$ cat src/rtl/mac_pkg.sv
package mac_pkg;
  localparam int ADDR_W = 3;

  localparam logic [ADDR_W-1:0] ADR_CTRL  = 3'd0;
  localparam logic [ADDR_W-1:0] ADR_OPA   = 3'd1;
  localparam logic [ADDR_W-1:0] ADR_OPB   = 3'd2;
  localparam logic [ADDR_W-1:0] ADR_ACCH  = 3'd3;
  localparam logic [ADDR_W-1:0] ADR_ACCL  = 3'd4;
  localparam logic [ADDR_W-1:0] ADR_RESH  = 3'd5;
  localparam logic [ADDR_W-1:0] ADR_RESL  = 3'd6;

  localparam int CLR_BIT = 5;
  localparam int CTRL_W  = 5;

  typedef struct packed {
    logic square;
    logic sub;
    logic accum;
    logic signed_op;
    logic two_op;
  } mac_ctrl_t;
endpackage

$ cat src/rtl/mac_regs.sv
module mac_regs
  import mac_pkg::*;
#(
  parameter int WIDTH = 16
) (
  input  logic                 clk,
  input  logic                 rst_n,
  input  logic                 wr_fire,
  input  logic [ADDR_W-1:0]    wr_addr,
  input  logic [WIDTH-1:0]     wr_data,
  output mac_ctrl_t            ctrl_q,
  output logic [WIDTH-1:0]     op_a_q,
  output logic [WIDTH-1:0]     op_b_q,
  output logic                 start_now,
  output logic                 start_q,
  output logic                 clear_now
);
  logic have_a_q, have_b_q;
  logic pair_mode;
  logic wr_ctrl, wr_a, wr_b;

  assign pair_mode = ctrl_q.two_op && !ctrl_q.square;
  assign wr_ctrl   = wr_fire && (wr_addr == ADR_CTRL);
  assign wr_a      = wr_fire && (wr_addr == ADR_OPA);
  assign wr_b      = wr_fire && (wr_addr == ADR_OPB);
  assign clear_now = wr_ctrl && wr_data[CLR_BIT];

  always_comb begin
    start_now = 1'b0;
    if (wr_a) start_now = pair_mode ? have_b_q : 1'b1;
    if (wr_b) start_now = pair_mode && have_a_q;
  end

  always_ff @(posedge clk) begin
    if (!rst_n) begin
      ctrl_q   <= '0;
      op_a_q   <= '0;
      op_b_q   <= '0;
      have_a_q <= 1'b0;
      have_b_q <= 1'b0;
      start_q  <= 1'b0;
    end else begin
      start_q <= start_now;
      if (wr_ctrl) begin
        ctrl_q   <= mac_ctrl_t'(wr_data[CTRL_W-1:0]);
        have_a_q <= 1'b0;
        have_b_q <= 1'b0;
      end
      if (wr_a) op_a_q <= wr_data;
      if (wr_b) op_b_q <= wr_data;
      if (start_now) begin
        have_a_q <= 1'b0;
        have_b_q <= 1'b0;
      end else begin
        if (wr_a) have_a_q <= 1'b1;
        if (wr_b) have_b_q <= 1'b1;
      end
    end
  end
endmodule

$ cat src/rtl/mac_mult.sv
module mac_mult #(
  parameter int WIDTH = 16,
  localparam int PW = 2 * WIDTH
) (
  input  logic [WIDTH-1:0] a,
  input  logic [WIDTH-1:0] b,
  input  logic             signed_op,
  output logic [PW-1:0]    prod
);
  logic signed [PW-1:0] s_a, s_b, s_prod;
  logic [PW-1:0]        u_prod;

  assign s_a    = PW'($signed(a));
  assign s_b    = PW'($signed(b));
  assign s_prod = s_a * s_b;
  assign u_prod = {{WIDTH{1'b0}}, a} * {{WIDTH{1'b0}}, b};
  assign prod   = signed_op ? s_prod : u_prod;
endmodule

$ cat src/rtl/mac_pipe.sv
module mac_pipe #(
  parameter int DW     = 32,
  parameter int STAGES = 2
) (
  input  logic          clk,
  input  logic          rst_n,
  input  logic          in_vld,
  input  logic [DW-1:0] in_data,
  output logic          out_vld,
  output logic [DW-1:0] out_data,
  output logic          any_vld
);
  logic [STAGES-1:0] vld_q;
  logic [DW-1:0]     dat_q [STAGES];

  generate
    for (genvar s = 0; s < STAGES; s++) begin : g_stage
      if (s == 0) begin : g_first
        always_ff @(posedge clk) begin
          if (!rst_n) begin
            vld_q[0] <= 1'b0;
            dat_q[0] <= '0;
          end else begin
            vld_q[0] <= in_vld;
            if (in_vld) dat_q[0] <= in_data;
          end
        end
      end else begin : g_next
        always_ff @(posedge clk) begin
          if (!rst_n) begin
            vld_q[s] <= 1'b0;
            dat_q[s] <= '0;
          end else begin
            vld_q[s] <= vld_q[s-1];
            if (vld_q[s-1]) dat_q[s] <= dat_q[s-1];
          end
        end
      end
    end
  endgenerate

  assign out_vld  = vld_q[STAGES-1];
  assign out_data = dat_q[STAGES-1];
  assign any_vld  = |vld_q;
endmodule

$ cat src/rtl/mac_accum.sv
module mac_accum
  import mac_pkg::*;
#(
  parameter int WIDTH = 16,
  localparam int PW = 2 * WIDTH
) (
  input  logic              clk,
  input  logic              rst_n,
  input  logic              clear_now,
  input  logic              start_now,
  input  logic              wr_hi,
  input  logic              wr_lo,
  input  logic [WIDTH-1:0]  wr_data,
  input  logic              done,
  input  logic [PW-1:0]     prod,
  input  mac_ctrl_t         ctrl,
  output logic [PW-1:0]     acc_q,
  output logic [PW-1:0]     res_q,
  output logic              ovf_q,
  output logic              valid_q
);
  logic [PW:0] add_w, sub_w;
  logic [PW:0] next_w;

  assign add_w = {1'b0, acc_q} + {1'b0, prod};
  assign sub_w = {1'b0, acc_q} - {1'b0, prod};

  always_comb begin
    if (!ctrl.accum)   next_w = {1'b0, prod};
    else if (ctrl.sub) next_w = sub_w;
    else               next_w = add_w;
  end

  always_ff @(posedge clk) begin
    if (!rst_n || clear_now) begin
      acc_q   <= '0;
      res_q   <= '0;
      ovf_q   <= 1'b0;
      valid_q <= 1'b0;
    end else begin
      if (start_now) valid_q <= 1'b0;
      if (wr_hi) acc_q[PW-1:WIDTH] <= wr_data;
      if (wr_lo) acc_q[WIDTH-1:0]  <= wr_data;
      if (done) begin
        acc_q   <= next_w[PW-1:0];
        res_q   <= next_w[PW-1:0];
        ovf_q   <= next_w[PW];
        valid_q <= 1'b1;
      end
    end
  end
endmodule

$ cat src/rtl/mac_unit.sv
module mac_unit
  import mac_pkg::*;
#(
  parameter int WIDTH   = 16,
  parameter int LATENCY = 3
) (
  input  logic              clk,
  input  logic              rst_n,
  input  logic              wr_valid,
  output logic              wr_ready,
  input  logic [2:0]        wr_addr,
  input  logic [WIDTH-1:0]  wr_data,
  input  logic [2:0]        rd_addr,
  output logic [WIDTH-1:0]  rd_data,
  output logic              busy,
  output logic              result_valid,
  output logic              overflow
);
  localparam int PW     = 2 * WIDTH;
  localparam int STAGES = (LATENCY < 2) ? 1 : LATENCY - 1;

  mac_ctrl_t         ctrl;
  logic [WIDTH-1:0]  op_a, op_b, b_eff;
  logic              start_now, start_q, clear_now, wr_fire;
  logic [PW-1:0]     prod, pipe_prod, acc, res;
  logic              pipe_done, pipe_any;

  assign wr_fire  = wr_valid && wr_ready;
  assign busy     = start_q || pipe_any;
  assign wr_ready = !busy;

  mac_regs #(.WIDTH(WIDTH)) u_regs (
    .clk(clk), .rst_n(rst_n), .wr_fire(wr_fire), .wr_addr(wr_addr),
    .wr_data(wr_data), .ctrl_q(ctrl), .op_a_q(op_a), .op_b_q(op_b),
    .start_now(start_now), .start_q(start_q), .clear_now(clear_now)
  );

  assign b_eff = ctrl.square ? op_a : op_b;

  mac_mult #(.WIDTH(WIDTH)) u_mult (
    .a(op_a), .b(b_eff), .signed_op(ctrl.signed_op), .prod(prod)
  );

  mac_pipe #(.DW(PW), .STAGES(STAGES)) u_pipe (
    .clk(clk), .rst_n(rst_n), .in_vld(start_q), .in_data(prod),
    .out_vld(pipe_done), .out_data(pipe_prod), .any_vld(pipe_any)
  );

  mac_accum #(.WIDTH(WIDTH)) u_accum (
    .clk(clk), .rst_n(rst_n), .clear_now(clear_now), .start_now(start_now),
    .wr_hi(wr_fire && wr_addr == ADR_ACCH),
    .wr_lo(wr_fire && wr_addr == ADR_ACCL),
    .wr_data(wr_data), .done(pipe_done), .prod(pipe_prod), .ctrl(ctrl),
    .acc_q(acc), .res_q(res), .ovf_q(overflow), .valid_q(result_valid)
  );

  always_comb begin
    case (rd_addr)
      ADR_CTRL: rd_data = {{(WIDTH-CTRL_W){1'b0}}, ctrl};
      ADR_OPA:  rd_data = op_a;
      ADR_OPB:  rd_data = op_b;
      ADR_ACCH: rd_data = acc[PW-1:WIDTH];
      ADR_ACCL: rd_data = acc[WIDTH-1:0];
      ADR_RESH: rd_data = res[PW-1:WIDTH];
      ADR_RESL: rd_data = res[WIDTH-1:0];
      default:  rd_data = '0;
    endcase
  end
endmodule

$ cat config.mk
export PLATFORM = sky130hd
export DESIGN_NAME = mac_unit
export DESIGN_NICKNAME = d
export VERILOG_FILES = /design/src/rtl/mac_pkg.sv /design/src/rtl/mac_regs.sv /design/src/rtl/mac_mult.sv /design/src/rtl/mac_pipe.sv /design/src/rtl/mac_accum.sv /design/src/rtl/mac_unit.sv
export SDC_FILE = /design/constraint.sdc
export NUM_CORES = 1
export LEC_CHECK = 0
export ABC_AREA = 1
export BUFFER_PORTS_ARGS = -buffer_cell sky130_fd_sc_hd__buf_4
export CAP_MARGIN = 30
export CORE_MARGIN = 1.5
export CORE_UTILIZATION = 40
export CTS_BUF_LIST = sky130_fd_sc_hd__clkbuf_16
export CTS_CLUSTER_SIZE = 24
export DETAILED_ROUTE_END_ITERATION = 6
export HOLD_SLACK_MARGIN = 0.02
export SLEW_MARGIN = 20
export SYNTH_ARGS = -nofsm -noshare
export SYNTH_HDL_FRONTEND = slang
export SYNTH_HIERARCHICAL = 1
export SYNTH_SLANG_ARGS = --single-unit
$ cat constraint.sdc
create_clock -name clk -period 19.1 [get_ports clk]
set_clock_uncertainty 0.05 [all_clocks]
set_input_delay 1.91 -clock clk [delete_from_list [all_inputs] [get_ports clk]]
set_output_delay 1.91 -clock clk [all_outputs]
set_load 0.01 [all_outputs]
# After elaboration in Yosys (flattened, before gate mapping)
# Memories as Yosys holds them, arrays and structs flattened.
# Index checks and enable logic that the tools add are counted.
dict set report word_totals {
  register_bits 108
  mem_bits_rw 64
  inputBits 25
  output_inout_bits 20
  wordCells 83
  mem_count 1
}
# memory depth width rd rd_clocked_by_memory_dff wr line
set mem_list {}
lappend mem_list {u_pipe.dat_q 2 32 2 0 2 mac_pipe.sv:14} ;# logic [DW-1:0] dat_q [STAGES];
dict set report op_classes {
  add_sub_neg 2
  mul 2
  n_eq_ne 10
  muxes 25
  bitwise_logic 3
  n_reduce_logical 23
}
# cell n
set op_table {}
lappend op_table {{2-to-1 mux 32 bit} 4}
lappend op_table {{case mux 16 bit (7 select lines)} 1}
lappend op_table {{2-to-1 mux 33 bit} 2}
lappend op_table {{multiplier 16 x 16 -> 32 bit} 2}
lappend op_table {{2-to-1 mux 16 bit} 3}
lappend op_table {{adder 32 x 32 -> 33 bit} 1}
lappend op_table {{subtractor 32 x 32 -> 33 bit} 1}
lappend op_table {{2-to-1 mux 1 bit} 15}
lappend op_table {{== test 3 x 2 -> 1 bit, second input constant} 4}
lappend op_table {{== test 3 bit, second input constant} 4}
lappend op_table {{nonzero test 2 bit} 5}
lappend op_table {{logical AND 1 bit} 9}
lappend op_table {{== test 3 x 1 -> 1 bit, second input constant} 2}
lappend op_table {{zero test 3 bit} 2}
lappend op_table {{OR reduction 2 bit} 2}
lappend op_table {{zero test 1 bit} 3}
lappend op_table {{logical OR 1 bit} 2}
lappend op_table {{OR 1 bit} 2}
lappend op_table {{NOT 1 bit} 1}

# Depth between registers and ports, before layout
dict set report depth {
  ltp_word 9
  depth_mapped 34
  depth_no_buf 31
}

# Hierarchy
# Netlist, hierarchy kept.
# mod instances cells_per_inst area_per_inst_um2 seq_area_each_um2
set by_module_without_submodules {}
lappend by_module_without_submodules {mac_mult 1 2283 16430.8 0.0}
lappend by_module_without_submodules {mac_accum 1 1051 6022.0 1321.3}
lappend by_module_without_submodules {mac_pipe 1 209 2508.7 1961.9}
lappend by_module_without_submodules {mac_regs 1 192 1461.4 800.8}
lappend by_module_without_submodules {mac_unit 1 266 1418.9 0.0}

# Worst setup path after synthesis
# OpenSTA, ideal clock, no wires.
dict set report synth_timing {
  path_type {flip-flop to flip-flop}
  startpoint {register u_regs/ctrl_q[4] (netlist bit)}
  endpoint {memory u_pipe.dat_q[0][19], data pin}
  t_arrival_ns 5.822
  setup_slack_ns 12.972
  stages_incl_launch_ff 28
  n_path_buf 3
  synth_period_minus_slack_ns 6.128
  path_cell_list {dfxtp_1 -> buf_2 -> mux2_1 -> clkbuf_1 -> clkbuf_1 -> nand2_1 -> fa_1 -> inv_1 -> fa_1 -> inv_1 -> fa_1 -> inv_1 -> fa_1 -> inv_1 -> fa_1 -> fa_1 -> inv_1 -> ha_1 -> nand2_1 -> inv_1 -> nand2_1 -> nor3_1 -> a21oi_1 -> or2_0 -> nand3_1 -> nand2_1 -> inv_1 -> nor2_1}
}
# element line
set synth_lines {}
lappend synth_lines {{start, declared} mac_regs.sv:11} ;# output mac_ctrl_t ctrl_q,
lappend synth_lines {{start signal, assigned} mac_regs.sv:45} ;# ctrl_q <= mac_ctrl_t'(wr_data[CTRL_W-1:0]);
lappend synth_lines {{end, declared} mac_pipe.sv:14}

==> flow_summary.toml <==
[run_status]
status = "complete, no violations"

[synthesis]
yosysTopAreaCell = "fa_1"
synth_area_leaders = "fa_1 (26%), nand2_1 (13%), inv_1 (13%)"
netlist_area_mm2 = 0.0278
synth_cell_types = 45
yosys_warnings = 6
synth_edf_count = 64
yosysTopAreaCellShare_pct = 26.4
synthArstFlopShare_pct = 0
ys_ff_latch = 172
yosysSeqAreaShare_pct = 14.7
syn_avg_cell_area_um2 = 6.96
syn-num-nets = 4578
synthCells = 4001
synth-main-ff-cell = "dfxtp_1"

[place]
dp_hpwl_mm = 75.3
pre_cts_ws_ns = 11.22
port_buffers = 44
place_congestion = 0.955

[sta]
tightest_slew_ns = 0.997
period_needed_ns = 7.85
final.setup.tns_ns = 0
max_freq_mhz = 127
hold_ws_ns = 0.419
finalSetupViolCount = 0
slew_violations = 0
hold_viol = 0
setup_slack_ns = 11.25
rsz0062_at_grt = "no"
slew_headroom_pct = 33.4
fin_crit_sh_pct = 41.1

[drt]
drc = 0
vias_per_cell = 5.09
drt-total-wl_mm = 92.1
first_pass_iters = 6
vias = 24900
wl_per_cell_um = 18.8
ant_nets = 0
drtIter0Drc = 2450

[cts]
clk_pin_slew_ns = 0.08
cts-hold-fix-buffers = 0
ctsHtreeMaxLevel = 4
postCtsSetupBuffers = 0
clockBufferDepth = 2
post_cts_resized = 0
clkLatencyLatePin_ns = 0.49
cts_tree = "done"
cts_buffers = 17
cts_num_sinks = 172
cts-root-buf = "clkbuf_16"

[power_and_ir_drop]
p_leak_nw = 16.5
irDropWorstVdd_mv = 0.0692
p_per_area_mw_per_mm2 = 33.6

[cells_and_area]
n_antenna_cell = 0
syn_to_final_growth_pct = 6.03
final_nets = 4522
fill_cells = 7299
drive_above_1_share_pct = 4.12

[critical_path]
crit_start = "u_regs/ctrl_q[4]"
worst_r2r_endpoint = "u_pipe/dat_q[0][19]"
crit_fanout = 24
critPathArrivalTime_ns = 8.01
crit_type = "flip-flop to flip-flop"
path_buf_inv = 6
crit_chain = "mux2_1 > inv_1 > or2_2 > fa_1 > fa_1 > fa_1 > inv_1 > fa_1 > inv_1 > fa_1 > fa_1 > inv_1 > ha_1 > nand2_1 > inv_1 > nand2_1 > nor3_1 > a21oi_1 > or2_0 > nand3_1 > nand2_1 > inv_1 > nor2_1"
cp.required_ns = 19.26
slowest_delay_ns = 0.91
crit_slowest_cell = "dfxtp_1"
timing.rr.start = "u_regs/ctrl_q[4]"
critPathLaunchType = "flip-flop"
r2r_setup_slack_ns = 11.25
r2r_cells = 23
critPathTopFamily = "adder cells"
cp-end-kind = "flip-flop"

[floorplanning]
num_io_pins = 45
fp.dieH_um = 267
die_area_mm2 = 0.0712
initial_core_util_pct = 40.5
core_mm2 = 0.0687
rows = 96
die_w_um = 267

[min_path]
hold_class = "flip-flop to flip-flop"
min_from = "u_accum/res_q[22]"
holdPathStages = 2
whs_endpoint = "u_accum/res_q[22]"

[global_routing]
grt_overflow = 0
antenna_found_initial = 0
grt_pass1_vias = 24300
grt_usage_pct = 26.7
grt_max_degree = 54
grt_pass1_wl_mm = 143

[flow_run]
maxCapViolCount = 0
==> stage by stage <==
| step | instances | util [%] | cell area (µm²) | total power, mW |
|---|---|---|---|---|
| 2_1_floorplan | 4001 | - | 27800 | 0.540 |
| 3_3_place_gp | 4856 | 42.0 | 28900 | 0.615 |
| 3_5_place_dp | 4857 | 42.0 | 28900 | 0.615 |
| 4_1_cts | 4889 | 43.0 | 29500 | 0.998 |
| 5_1_grt | 4889 | 43.0 | 29500 | 1.03 |
| 6_report | 4889 | 43.0 | 29500 | 0.993 |
==> worst max-delay path by stage <==
stage | endpoint | slack [ns] | cells after the start
after floorplan | u_pipe/dat_q[0][19] | 12.97 | 27
after global placement | u_pipe/dat_q[0][19] | 11.33 | 23
after detailed placement | u_pipe/dat_q[0][19] | 11.22 | 23
after CTS | u_pipe/dat_q[0][19] | 11.25 | 23
after global routing | u_pipe/dat_q[0][19] | 10.66 | 23
final | u_pipe/dat_q[0][19] | 11.25 | 23
==> cell usage after synthesis (2+ instances only) <==
cell      instances
nand2_1         996
xor2_1           45
o21ai_0         155
nor2_4            5
buf_4             8
xnor2_1           9
nand3b_1          5
nand2_2          12
o21a_1            4
inv_2             9
nor2_1          329
buf_2            27
or2_2             2
nor2_2            8
nor3_2            4
o21ai_1           7
a21oi_1         196
clkbuf_1        100
nor3_1           18
ha_1            185
dfxtp_1         108
nand3_2           9
mux2_1           11
clkinv_1          3
o211ai_1          2
o21bai_1         17
nand3_1         176
inv_1           990
edfxtp_1         64
o21ai_2           2
nand4_1         105
fa_1            367
buf_6             9
nor4_1            3
==> per-layer routing <==
layer / share of wire (%) / track usage (%) / vias up / routed length [µm]
li1: - / - / 11900 / -
met1: 46 / 39.1 / 11900 / 42800
met2: 43 / 39.6 / 958 / 39200
met3: 7.8 / 4.37 / 124 / 7160
met4: 3.3 / 9.17 / 0 / 3020
met5: 0 / 0 / - / 0
==> power breakdown <==
group | switching, mW | total, mW | leakage [nW] | internal, mW
Clock | 0.189 | 0.381 | 0.309 | 0.193
Sequential | 0.0156 | 0.406 | 1.54 | 0.390
Combinational | 0.144 | 0.206 | 14.7 | 0.0613
==> placed cells by master, fill, tap and decap left out, types with 105 or more instances in the layout <==
cell type	count
a21oi_1	196
dfxtp_1	108
fa_1	367
ha_1	185
inv_1	990
nand2_1	993
nand3_1	176
nand4_1	105
nor2_1	329
o21ai_0	155
==> cell families after synthesis <==
group / Yosys count / synth area share, %
AND/OR/NAND/NOR: 1675 / 25.2
buffers and inverters: 1149 / 16.0
adder cells (fa/ha/maj): 552 / 34.7
AO/OA/AOI/OAI: 388 / 7.29
flip-flops: 172 / 14.7
XOR/XNOR: 54 / 1.70
multiplexers: 11 / 0.445
==> cell type report <==
class | count | area [µm²] | share of cell area (%)
inverter | 1003 | 3770 | 12.8
clock inverter | 15 | 208 | 0.704
clock buffer | 17 | 425 | 1.44
tap | 931 | 1160 | 3.95
multi-input combinational | 2680 | 19300 | 65.4
timing repair buffer | 71 | 553 | 1.87
sequential | 172 | 4080 | 13.8
==> tightest hold or removal path, cell delays in order (launching register included) <==
cell	delay, ns
dfxtp_1	0.32
nand2_1	0.06
a21oi_1	0.05
==> state kept, by name, indices dropped and copies added (netlist names) <==
name and count:
u_accum/acc_q 32, u_accum/ovf_q 1, u_accum/res_q 32, u_accum/valid_q 1, u_pipe/dat_q 64, u_pipe/out_vld 1, u_pipe/vld_q 1, u_regs/ctrl_q 5
u_regs/have_a_q 1, u_regs/have_b_q 1, u_regs/op_a_q 16, u_regs/op_b_q 16, u_regs/start_q 1
Note: power is estimated with default switching activity, not from simulation.
